### src/rtl/stereo_mute_pkg.sv
package stereo_mute_pkg;
  localparam int NUM_CH = 2;
  localparam int CH_L   = 0;
  localparam int CH_R   = 1;
  typedef logic [NUM_CH-1:0] ch_mask_t;
endpackage

### src/rtl/word_static_det.sv
module word_static_det #(
  parameter int DATA_W = 20
) (
  input  logic [DATA_W-1:0] word_i,
  output logic              static_o
);
  // idle word: every bit identical
  always_comb static_o = (&word_i) | ~(|word_i);
endmodule

### src/rtl/idle_run_tracker.sv
module idle_run_tracker #(
  parameter int RUN_LEN = 8192
) (
  input  logic clk_i,
  input  logic rst_ni,
  input  logic clr_i,
  input  logic strobe_i,
  input  logic qual_i,
  output logic reached_o
);
  localparam int CNT_W = $clog2(RUN_LEN + 1);
  localparam logic [CNT_W-1:0] RUN_MAX = CNT_W'(RUN_LEN);

  logic [CNT_W-1:0] cnt_q, cnt_d;

  always_comb begin
    cnt_d = cnt_q;
    if (clr_i)                 cnt_d = '0;
    else if (strobe_i) begin
      if (!qual_i)             cnt_d = '0;
      else if (cnt_q != RUN_MAX) cnt_d = cnt_q + 1'b1;
    end
  end

  always_ff @(posedge clk_i or negedge rst_ni) begin
    if (!rst_ni) cnt_q <= '0;
    else         cnt_q <= cnt_d;
  end

  always_comb reached_o = (cnt_q == RUN_MAX);
endmodule

### src/rtl/mute_merge.sv
module mute_merge (
  input  logic auto_mute_i,
  input  logic manual_mute_ni,
  output logic mute_o
);
  always_comb mute_o = auto_mute_i | ~manual_mute_ni;
endmodule

### src/rtl/stereo_auto_mute.sv
module stereo_auto_mute #(
  parameter int DATA_W  = 20,
  parameter int RUN_LEN = 8192
) (
  input  logic              clk_i,
  input  logic              rst_ni,
  input  logic              frame_valid_i,
  input  logic [DATA_W-1:0] left_word_i,
  input  logic [DATA_W-1:0] right_word_i,
  input  logic              auto_en_ni,
  input  logic              mute_left_ni,
  input  logic              mute_right_ni,
  output logic              auto_mute_o,
  output logic              mute_left_o,
  output logic              mute_right_o
);
  import stereo_mute_pkg::*;

  logic [NUM_CH-1:0][DATA_W-1:0] words;
  ch_mask_t ch_static, manual_n, ch_mute;
  logic     run_reached;

  always_comb begin
    words[CH_L]    = left_word_i;
    words[CH_R]    = right_word_i;
    manual_n[CH_L] = mute_left_ni;
    manual_n[CH_R] = mute_right_ni;
  end

  for (genvar c = 0; c < NUM_CH; c++) begin : g_ch
    word_static_det #(.DATA_W(DATA_W)) u_det (
      .word_i   (words[c]),
      .static_o (ch_static[c])
    );
    mute_merge u_merge (
      .auto_mute_i    (auto_mute_o),
      .manual_mute_ni (manual_n[c]),
      .mute_o         (ch_mute[c])
    );
  end

  idle_run_tracker #(.RUN_LEN(RUN_LEN)) u_run (
    .clk_i     (clk_i),
    .rst_ni    (rst_ni),
    .clr_i     (auto_en_ni),
    .strobe_i  (frame_valid_i),
    .qual_i    (&ch_static),
    .reached_o (run_reached)
  );

  always_comb begin
    auto_mute_o  = run_reached & ~auto_en_ni;
    mute_left_o  = ch_mute[CH_L];
    mute_right_o = ch_mute[CH_R];
  end
endmodule

### config.mk
export PLATFORM = sky130hd
export DESIGN_NAME = stereo_auto_mute
export DESIGN_NICKNAME = d
export VERILOG_FILES = /design/src/rtl/stereo_mute_pkg.sv /design/src/rtl/word_static_det.sv /design/src/rtl/idle_run_tracker.sv /design/src/rtl/mute_merge.sv /design/src/rtl/stereo_auto_mute.sv
export SDC_FILE = /design/constraint.sdc
export NUM_CORES = 1
export LEC_CHECK = 0
export BUFFER_PORTS_ARGS = -buffer_cell sky130_fd_sc_hd__buf_4
export CORE_ASPECT_RATIO = 0.9
export CORE_MARGIN = 1
export CORE_UTILIZATION = 50
export CTS_CLUSTER_DIAMETER = 60
export DETAILED_ROUTE_END_ITERATION = 10
export HOLD_SLACK_MARGIN = 0.02
export PLACE_DENSITY = 0.84
export SLEW_MARGIN = 10
export SYNTH_ARGS = -nofsm -noshare
export SYNTH_HDL_FRONTEND = slang
export SYNTH_SLANG_ARGS = --single-unit
### constraint.sdc
create_clock -name clk_i -period 3.1 [get_ports clk_i]
set_input_delay 0.62 -clock clk_i [delete_from_list [all_inputs] [get_ports clk_i]]
set_output_delay 0.62 -clock clk_i [all_outputs]
set_load 0.005 [all_outputs]
==> impl_metrics.json, run 1 <==
{
  "outcome": "finished, final reports clean",
  "tightest_slew_ns": 0.793,
  "dieWidth_um": 53.0,
  "largest_reg_flops": 14,
  "cts_setup_buffers": 0,
  "finalWorstSetupSlack_ns": 0.836,
  "min_period_ns": 2.26,
  "regMostFlops": "u_run.cnt_q",
  "drive_gt1_share_pct": 30.2,
  "crit_path_start_kind": "flop",
  "grt_pass1_vias": 1437,
  "drc": 0,
  "place_congestion": 0.928,
  "ys_ff_latch": 14,
  "synth-edff-count": 0,
  "total_power_mw": 0.399,
  "cts_hold_buf": 0,
  "ys.warnings.count": 0,
  "antenna_found_initial": 0,
  "endpoint_kind": "output port",
  "ios": 49,
  "grt_first_pass_wirelength_um": 6260,
  "dp_hpwl_um": 2840,
  "nFillCells": 184,
  "drt-initial-drc-count": 69,
  "max_freq_ghz": 0.442,
  "met3WireLength_um": 259,
  "slew_headroom_pct": 46.9,
  "hold_class": "in -> async",
  "die_area_um2": 2540,
  "fin_crit_sh_pct": 73.0,
  "io_buffer_count": 48,
  "hold_viol_final": 0,
  "core_um2": 2200,
  "grt_overflow": 0,
  "antenna_left": 0,
  "die_h_um": 47.9,
  "syn_area_per_cell_um2": 8.07,
  "path_class": "reg -> out",
  "cts-resized-gates": 0,
  "highest_layer": "met4",
  "syn_area_um2": 1170,
  "arrival_ns": 1.64,
  "power.leakage_nw": 0.675,
  "viasPerCell": 6.50,
  "top_regs": "u_run.cnt_q: 14 flops",
  "clock_latency_ns": 0.29,
  "stdcell_count": 219,
  "num_antenna_cells": 0,
  "synthArstFlopShare_pct": 100,
  "track_usage_pct": 34.1,
  "start_util_pct": 53.1,
  "rows": 16,
  "ir_drop_mv": 0.194,
  "clk_pin_slew_ns": 0.09,
  "cts_inserted_buffers": 3,
  "drt-pass1-iter-count": 4,
  "drv_cap": 0,
  "wl_per_cell_um": 17.1,
  "cts_buffer_depth": 2,
  "skew_ns": 0.00806,
  "grt_max_degree": 18,
  "routed-wl-met2_um": 1930,
  "cts_root_buf": "clkbuf_4",
  "vias": 1423,
  "finalMaxSlewViolations": 0,
  "tns_ns": 0,
  "rsz0062_at_grt": "false",
  "p_per_area_nw_per_um2": 256,
  "dp_cells": 215,
  "syn_inst": 145,
  "ys.flop_type": "dfrtp_1",
  "htree_levels": 1,
  "fin_nets": 241,
  "setup_viol": 0,
  "crit_path_max_fanout": 7,
  "syn_to_final_growth_pct": 33.6,
  "syn-num-nets": 193,
  "routed_wl_um": 3740,
  "wl_met1_um": 1510,
  "cts_tree": "yes",
  "cts.sink_count": 14,
  "yosys.cell_types.count": 34,
  "preCtsSetupSlack_ns": 0.623,
  "seq_area_frac_synth_pct": 29.9,
  "worstPathRequired_ns": 2.48
}
stage by stage:
step                util [%]  hold slack (ns)  instance area, um^2
global route            71.0            0.150                 1560
detailed placement      69.3            0.481                 1530
global placement        69.3            0.477                 1530
CTS                     71.0            0.158                 1560
floorplan                  -            0.324                 1170
finish                  71.0            0.157                 1560
layer usage:
metal  vias up  GRT usage [%]
met1       686           39.9
met3         9           7.94
met5         -              0
met2        59           61.3
li1        669              -
met4         0           13.7
where the power goes:
group	internal [mW]	switching [mW]	total [mW]
clock network	0.0717	0.0667	0.138
logic	0.0454	0.0331	0.0786
registers	0.182	0.000000000000123	0.182
synthesized netlist by cell type (2+ instances only):
master	number	area, um^2
nor4_2	2	25.0
dfrtp_1	14	350
mux2i_1	2	20.0
nand3_1	9	45.0
and3_1	4	25.0
nor4_1	12	75.1
o211ai_1	3	22.5
nor2_1	9	33.8
ha_1	2	25.0
inv_1	13	48.8
nand2_1	13	48.8
and4_1	3	26.3
and3_4	2	22.5
o21ai_1	6	30.0
o22ai_1	4	25.0
a2bb2o_1	2	20.0
buf_6	2	22.5
clkbuf_1	2	7.51
buf_4	2	15.0
nand4_1	15	93.8
a41oi_1	6	52.6
nor3_1	6	30.0
worst max-delay path, cell delays in order, from the launching register on:
cell      delay, ns
dfrtp_1        0.46
inv_1          0.09
ha_1           0.14
and4bb_1       0.20
nand4_2        0.20
inv_1          0.13
buf_4          0.12
area by class of cell:
class	count	area (um^2)	share of cell area (%)
Multi-Input combinational cell	112	726	46.4
Timing Repair Buffer	49	368	23.5
Sequential cell	14	350	22.4
Inverter	13	48.8	3.12
Clock buffer	4	36.3	2.32
Tap cell	27	33.8	2.16
path summary, 6_finish.rpt:
kind                                  from               to  slack [ns]  cells past startpoint
max                         u_run.cnt_q[0]      auto_mute_o        0.84                      6
min                                 rst_ni   u_run.cnt_q[6]        0.16                      1
max reg2reg                 u_run.cnt_q[0]   u_run.cnt_q[7]        1.21                      7
min reg2reg                u_run.cnt_q[13]  u_run.cnt_q[13]        0.57                      2
max in group asynchronous           rst_ni   u_run.cnt_q[7]        2.76                      1
min in group clk_i         u_run.cnt_q[13]  u_run.cnt_q[13]        0.57                      2
logic make-up after synthesis:
| group | after synthesis | synth area share [%] |
|---|---|---|
| buffers and inverters | 19 | 8.02 |
| and+or+nand+nor | 82 | 41.7 |
| DFF | 14 | 29.9 |
| adders and majority gates | 2 | 2.14 |
| muxes | 2 | 1.71 |
| AOI/OAI and AO/OA | 26 | 16.5 |
placed cells by master (no fill, tap or decap), types with 3 or more instances in the layout:
cell,count
dfrtp_1,14
nor3_1,6
and3_1,4
inv_1,13
clkbuf_4,3
nand3_1,9
a41oi_1,6
nand2_1,13
nor2_1,9
nand4_1,15
buf_4,49
o211ai_1,3
and4_1,3
o21ai_1,6
nor4_1,12
o22ai_1,4
Note: power is estimated with default switching activity, not from simulation.
==> run 2, diff against run 1 <==
--- a/config.mk
+++ b/config.mk
@@ -8,11 +8,11 @@
 export BUFFER_PORTS_ARGS = -buffer_cell sky130_fd_sc_hd__buf_4
 export CORE_ASPECT_RATIO = 0.9
 export CORE_MARGIN = 1
-export CORE_UTILIZATION = 50
+export CORE_UTILIZATION = 43
 export CTS_CLUSTER_DIAMETER = 60
 export DETAILED_ROUTE_END_ITERATION = 10
 export HOLD_SLACK_MARGIN = 0.02
-export PLACE_DENSITY = 0.84
+export PLACE_DENSITY = 0.77
 export SLEW_MARGIN = 10
 export SYNTH_ARGS = -nofsm -noshare
 export SYNTH_HDL_FRONTEND = slang
==> constraint.sdc (replaced) <==
create_clock -name clk_i -period 1.95 [get_ports clk_i]
set_input_delay 0.39 -clock clk_i [delete_from_list [all_inputs] [get_ports clk_i]]
set_output_delay 0.39 -clock clk_i [all_outputs]
set_load 0.005 [all_outputs]
==> impl_metrics.json, run 2 (synthesis gave the netlist of run 1 again) <==
{
  "outcome": "finished, violations left",
  "violations": "DRC",
  "top_regs": "u_run.cnt_q: 14 flops",
  "power_frac_seq_pct": 45.2,
  "wl_per_cell_um": 17.0,
  "power.leakage_nw": 0.730,
  "preCtsSetupSlack_ns": 0.0502,
  "drt-pass1-iter-count": 9,
  "grt_max_degree": 15,
  "dieWidth_um": 57.0,
  "cp_cell_sequence": "inv_2 > ha_4 > and4bb_1 > nand4_4 > nand2_1 > buf_4",
  "stdcell_count": 232,
  "num_antenna_cells": 0,
  "crit_path_max_fanout": 6,
  "crit_path_start_kind": "flop",
  "clock_latency_ns": 0.29,
  "fin_crit_sh_pct": 98.5,
  "layout_commonest_cell": "buf_4",
  "pwr-share-comb_pct": 20.3,
  "start_util_pct": 46.6,
  "endpoint_kind": "output port",
  "slew_headroom_pct": 65.4,
  "core_um2": 2510,
  "tightest_slew_ns": 0.517,
  "ir_drop_mv": 0.441,
  "slowest_delay_ns": 0.44,
  "setup_viol": 0,
  "worstPathRequired_ns": 1.56,
  "cts_tree": "yes",
  "dp_cells": 223,
  "p_int_mw": 0.481,
  "cts.sink_count": 14,
  "fin_util_pct": 67.9,
  "die_h_um": 51.5,
  "hold_slack_ns": 0.473,
  "antenna_found_initial": 0,
  "fin_nets": 253,
  "die_area_um2": 2930,
  "ios": 49,
  "placed_area_um2": 1580,
  "arrival_ns": 1.53,
  "cts_inserted_buffers": 3,
  "antenna_left": 0,
  "clk_pin_slew_ns": 0.10,
  "track_usage_pct": 28.7,
  "skew_ns": 0.0122,
  "rsz0062_at_grt": "true",
  "dp_hpwl_um": 2880,
  "io_buffer_count": 48,
  "rows": 17,
  "r2r_cells": 7,
  "cts_root_buf": "clkbuf_4",
  "drc": 3,
  "drive_gt1_share_pct": 37.3,
  "min_period_ns": 1.92,
  "final_area_um2": 1710,
  "viasPerCell": 6.34,
  "hold_viol_final": 0,
  "p_sw_share_pct": 25.1,
  "finalMaxSlewViolations": 0,
  "htree_levels": 1,
  "cp_slowest_cell": "dfrtp_2",
  "regMostFlops": "u_run.cnt_q",
  "syn_to_final_growth_pct": 45.8,
  "drv_cap": 0,
  "power_frac_clock_pct": 34.5,
  "grt_first_pass_wirelength_um": 6420,
  "cts_buffer_depth": 2,
  "tns_ns": 0,
  "drt-initial-drc-count": 106,
  "vias": 1472,
  "max_freq_ghz": 0.521,
  "most-common-layout-cells": "buf_4 (60), nand4_1 (15), dfrtp_1 (13)",
  "place_congestion": 0.879,
  "largest_reg_flops": 14,
  "nFillCells": 215,
  "grt_overflow": 0,
  "hold_class": "in -> async",
  "routed_wl_um": 3930,
  "grt_pass1_vias": 1442,
  "power_switching_mw": 0.161,
  "finalWorstSetupSlack_ns": 0.0301,
  "total_power_mw": 0.642,
  "p_per_area_nw_per_um2": 376,
  "path_class": "reg -> out"
}
[run 2: cell count changes in the layout (fill, tap and decap cells not counted), moves of 2 or more]
cell,before,now
nor4_4,0,2
inv_1,13,10
buf_4,49,60
inv_2,0,3
[run 2: path summary, 6_finish.rpt]
path | start | end | slack (ns)
worst max-delay path | u_run.cnt_q[0] | mute_right_o | 0.03
max in group asynchronous | rst_ni | u_run.cnt_q[0] | 1.29
worst min register to register | u_run.cnt_q[1] | u_run.cnt_q[1] | 0.58
worst min-delay path | rst_ni | u_run.cnt_q[7] | 0.47
worst max register to register | u_run.cnt_q[0] | u_run.cnt_q[12] | 0.06
min in group clk_i | auto_en_ni | u_run.cnt_q[10] | 0.55
[run 2: final cells by class]
type / instances / area [um^2] / area share [%]
multi-input combinational: 112 / 773 / 45.3
timing repair buffer: 61 / 460 / 27.0
sequential: 14 / 352 / 20.6
inverter: 13 / 48.8 / 2.86
clock buffer: 4 / 36.3 / 2.13
tap: 28 / 35.0 / 2.05
[run 2: what timing repair did]
action | CTS | global route
setup endpoints to repair | 3 | 4
hold buffers | 1 | 0
resized for setup | 3 | 8
setup buffers | 2 | 2
endpoints found under the hold margin | 14 | 0
pin swaps | 1 | 4
[run 2: metal layers]
metal	part of all wire [%]	GRT usage, %	vias to the layer above	routed length, um
met2	50	49.2	84	1950
met3	8.1	6.58	13	318
li1	-	-	688	-
met1	41	35.5	687	1600
met5	0	0	-	0
met4	1.7	10.2	0	65
[run 2: power by group through the flow]
stage                     logic [mW]  clock network (mW)  registers [mW]
after floorplan               0.0260                   0           0.296
after global placement         0.122                   0           0.296
after detailed placement       0.126                   0           0.296
after CTS                      0.128               0.222           0.290
after global routing           0.141               0.239           0.290
final                          0.130               0.222           0.290
[run 2: worst max-delay path: cells and delay by family, from the launching register on]
| kind | cells | cell delay, ns |
|---|---|---|
| and+or+nand+nor | 3 | 0.51 |
| DFF | 1 | 0.44 |
| buffers and inverters | 2 | 0.18 |
| adders and majority gates | 1 | 0.11 |
==> run 3, diff against run 2 <==
--- a/config.mk
+++ b/config.mk
@@ -6,13 +6,15 @@
 export NUM_CORES = 1
 export LEC_CHECK = 0
 export BUFFER_PORTS_ARGS = -buffer_cell sky130_fd_sc_hd__buf_4
+export CELL_PAD_IN_SITES_DETAIL_PLACEMENT = 1
+export CELL_PAD_IN_SITES_GLOBAL_PLACEMENT = 2
 export CORE_ASPECT_RATIO = 0.9
 export CORE_MARGIN = 1
-export CORE_UTILIZATION = 43
+export CORE_UTILIZATION = 23
 export CTS_CLUSTER_DIAMETER = 60
 export DETAILED_ROUTE_END_ITERATION = 10
 export HOLD_SLACK_MARGIN = 0.02
-export PLACE_DENSITY = 0.77
+export PLACE_DENSITY = 0.75
 export SLEW_MARGIN = 10
 export SYNTH_ARGS = -nofsm -noshare
 export SYNTH_HDL_FRONTEND = slang
==> impl_metrics.json, run 3 (synthesis gave the netlist of run 1 again) <==
{
  "outcome": "finished, final reports clean",
  "track_usage_pct": 17.5,
  "drive_gt1_share_pct": 34.3,
  "path_class": "reg -> reg",
  "power_switching_mw": 0.168,
  "p_sw_share_pct": 25.0,
  "dp_cells": 264,
  "ios": 49,
  "top_regs": "u_run.cnt_q: 14 flops",
  "drv_cap": 0,
  "num_antenna_cells": 0,
  "fin_crit_sh_pct": 96.6,
  "cts_inserted_buffers": 3,
  "hold_class": "in -> async",
  "largest_reg_flops": 14,
  "arrival_ns": 2.02,
  "hold_viol_final": 0,
  "grt_pass1_vias": 1565,
  "die_area_um2": 5380,
  "cts_tree": "yes",
  "drt-pass1-iter-count": 4,
  "stdcell_count": 269,
  "p_per_area_nw_per_um2": 387,
  "drc": 0,
  "rsz0062_at_grt": "true",
  "power.leakage_nw": 0.731,
  "cts.sink_count": 14,
  "grt_max_degree": 15,
  "regMostFlops": "u_run.cnt_q",
  "crit_path_start_kind": "flop",
  "dieWidth_um": 77.2,
  "worstPathRequired_ns": 2.09,
  "start_util_pct": 24.0,
  "power_frac_clock_pct": 37.2,
  "die_h_um": 69.7,
  "fin_nets": 254,
  "viasPerCell": 5.26,
  "pwr-share-comb_pct": 19.6,
  "grt_overflow": 0,
  "htree_levels": 1,
  "io_buffer_count": 48,
  "setup_viol": 0,
  "p_int_mw": 0.503,
  "ir_drop_mv": 0.214,
  "rows": 24,
  "grt_first_pass_wirelength_um": 7510,
  "place_congestion": 0.800,
  "cts_buffer_depth": 2,
  "min_period_ns": 1.88,
  "antenna_left": 0,
  "clk_pin_slew_ns": 0.06,
  "syn_to_final_growth_pct": 48.1,
  "routed_wl_um": 4440,
  "endpoint_kind": "flop",
  "dp_hpwl_um": 3560,
  "wl_per_cell_um": 16.5,
  "core_um2": 4860,
  "cts_root_buf": "clkbuf_8",
  "antenna_found_initial": 0,
  "tightest_slew_ns": 0.514,
  "finalMaxSlewViolations": 0,
  "vias": 1416,
  "drt-initial-drc-count": 86,
  "power_frac_seq_pct": 43.3,
  "clock_latency_ns": 0.25,
  "max_freq_ghz": 0.531,
  "crit_path_max_fanout": 7,
  "slew_headroom_pct": 65.5,
  "layout_commonest_cell": "buf_4",
  "skew_ns": 0.00235,
  "most-common-layout-cells": "buf_4 (61), nand4_1 (15), dfrtp_1 (14)",
  "hold_slack_ns": 0.535
}
## run 3: cell count changes in the layout (fill, tap and decap cells not counted)
cell and delta:
nor4_4 -1, dfrtp_1 +1, inv_2 -2, buf_4 +1
dfrtp_2 -1, nor4_1 +1, inv_1 +2, ha_1 +1
clkbuf_8 +2, nand2_2 -1, nand2_1 +1, ha_4 -1
clkbuf_4 -3
## run 3: area by class of cell
type	count	area [um^2]
Multi-Input combinational cell	112	743
Timing Repair Buffer	62	468
Tap cell	65	81.3
Sequential cell	14	350
Inverter	13	48.8
Fill cell	614	3130
Clock buffer	3	41.3
## run 3: path summary, 6_finish.rpt
path / to / depth (start not counted) / slack (ns) / startpoint
hold reg to reg: u_run.cnt_q[1] / 2 / 0.58 / u_run.cnt_q[1]
hold / removal: u_run.cnt_q[5] / 2 / 0.54 / rst_ni
setup / recovery: u_run.cnt_q[13] / 5 / 0.07 / u_run.cnt_q[2]
setup reg to reg: u_run.cnt_q[13] / 5 / 0.07 / u_run.cnt_q[2]
max in group asynchronous: u_run.cnt_q[12] / 2 / 1.23 / rst_ni
min in group clk_i: u_run.cnt_q[13] / 4 / 0.55 / auto_en_ni
## run 3: critical path, cell delays in order, from the launching register on
cell,delay (ns)
dfrtp_1,0.51
and4_1,0.37
nand2_1,0.12
nor4_1,0.46
mux2i_1,0.25
o21ai_1,0.07
## run 3: timing repair
item,CTS,global route
gates cloned,0,0
gates resized for setup,2,1
setup buffers,0,1
pin swaps,0,1
hold buffers,1,0
endpoints found under the setup margin,2,3
endpoints found under the hold margin,14,0
## run 3: power by group through the flow
stage          sequential (mW)  clock, mW  combinational (mW)
2_1_floorplan            0.296          0              0.0260
3_3_place_gp             0.296          0               0.125
3_5_place_dp             0.296          0               0.130
4_1_cts                  0.290      0.265               0.132
5_1_grt                  0.290      0.274               0.143
6_report                 0.290      0.249               0.131
## run 3: per-stage QoR
stage	power, mW	util (%)	worst slack, ns	instance area, um^2	setup TNS, ns
CTS	0.687	35.3	0.00172	1720	0
global route	0.707	35.6	-0.000324	1730	-0.000324
global placement	0.421	34.1	0.0691	1660	0
finish	0.671	35.6	0.0659	1730	0
detailed placement	0.426	34.1	-0.0537	1660	-0.0968
floorplan	0.322	-	0.312	1170	0
## run 3: per-layer routing
metal  wire length [um]  track usage [%]  up-vias
li1                   -                -      689
met1               1880             21.2      694
met2               2360             32.3       29
met3                156             3.16        4
met4                 46             3.14        0
met5                  0                0        -
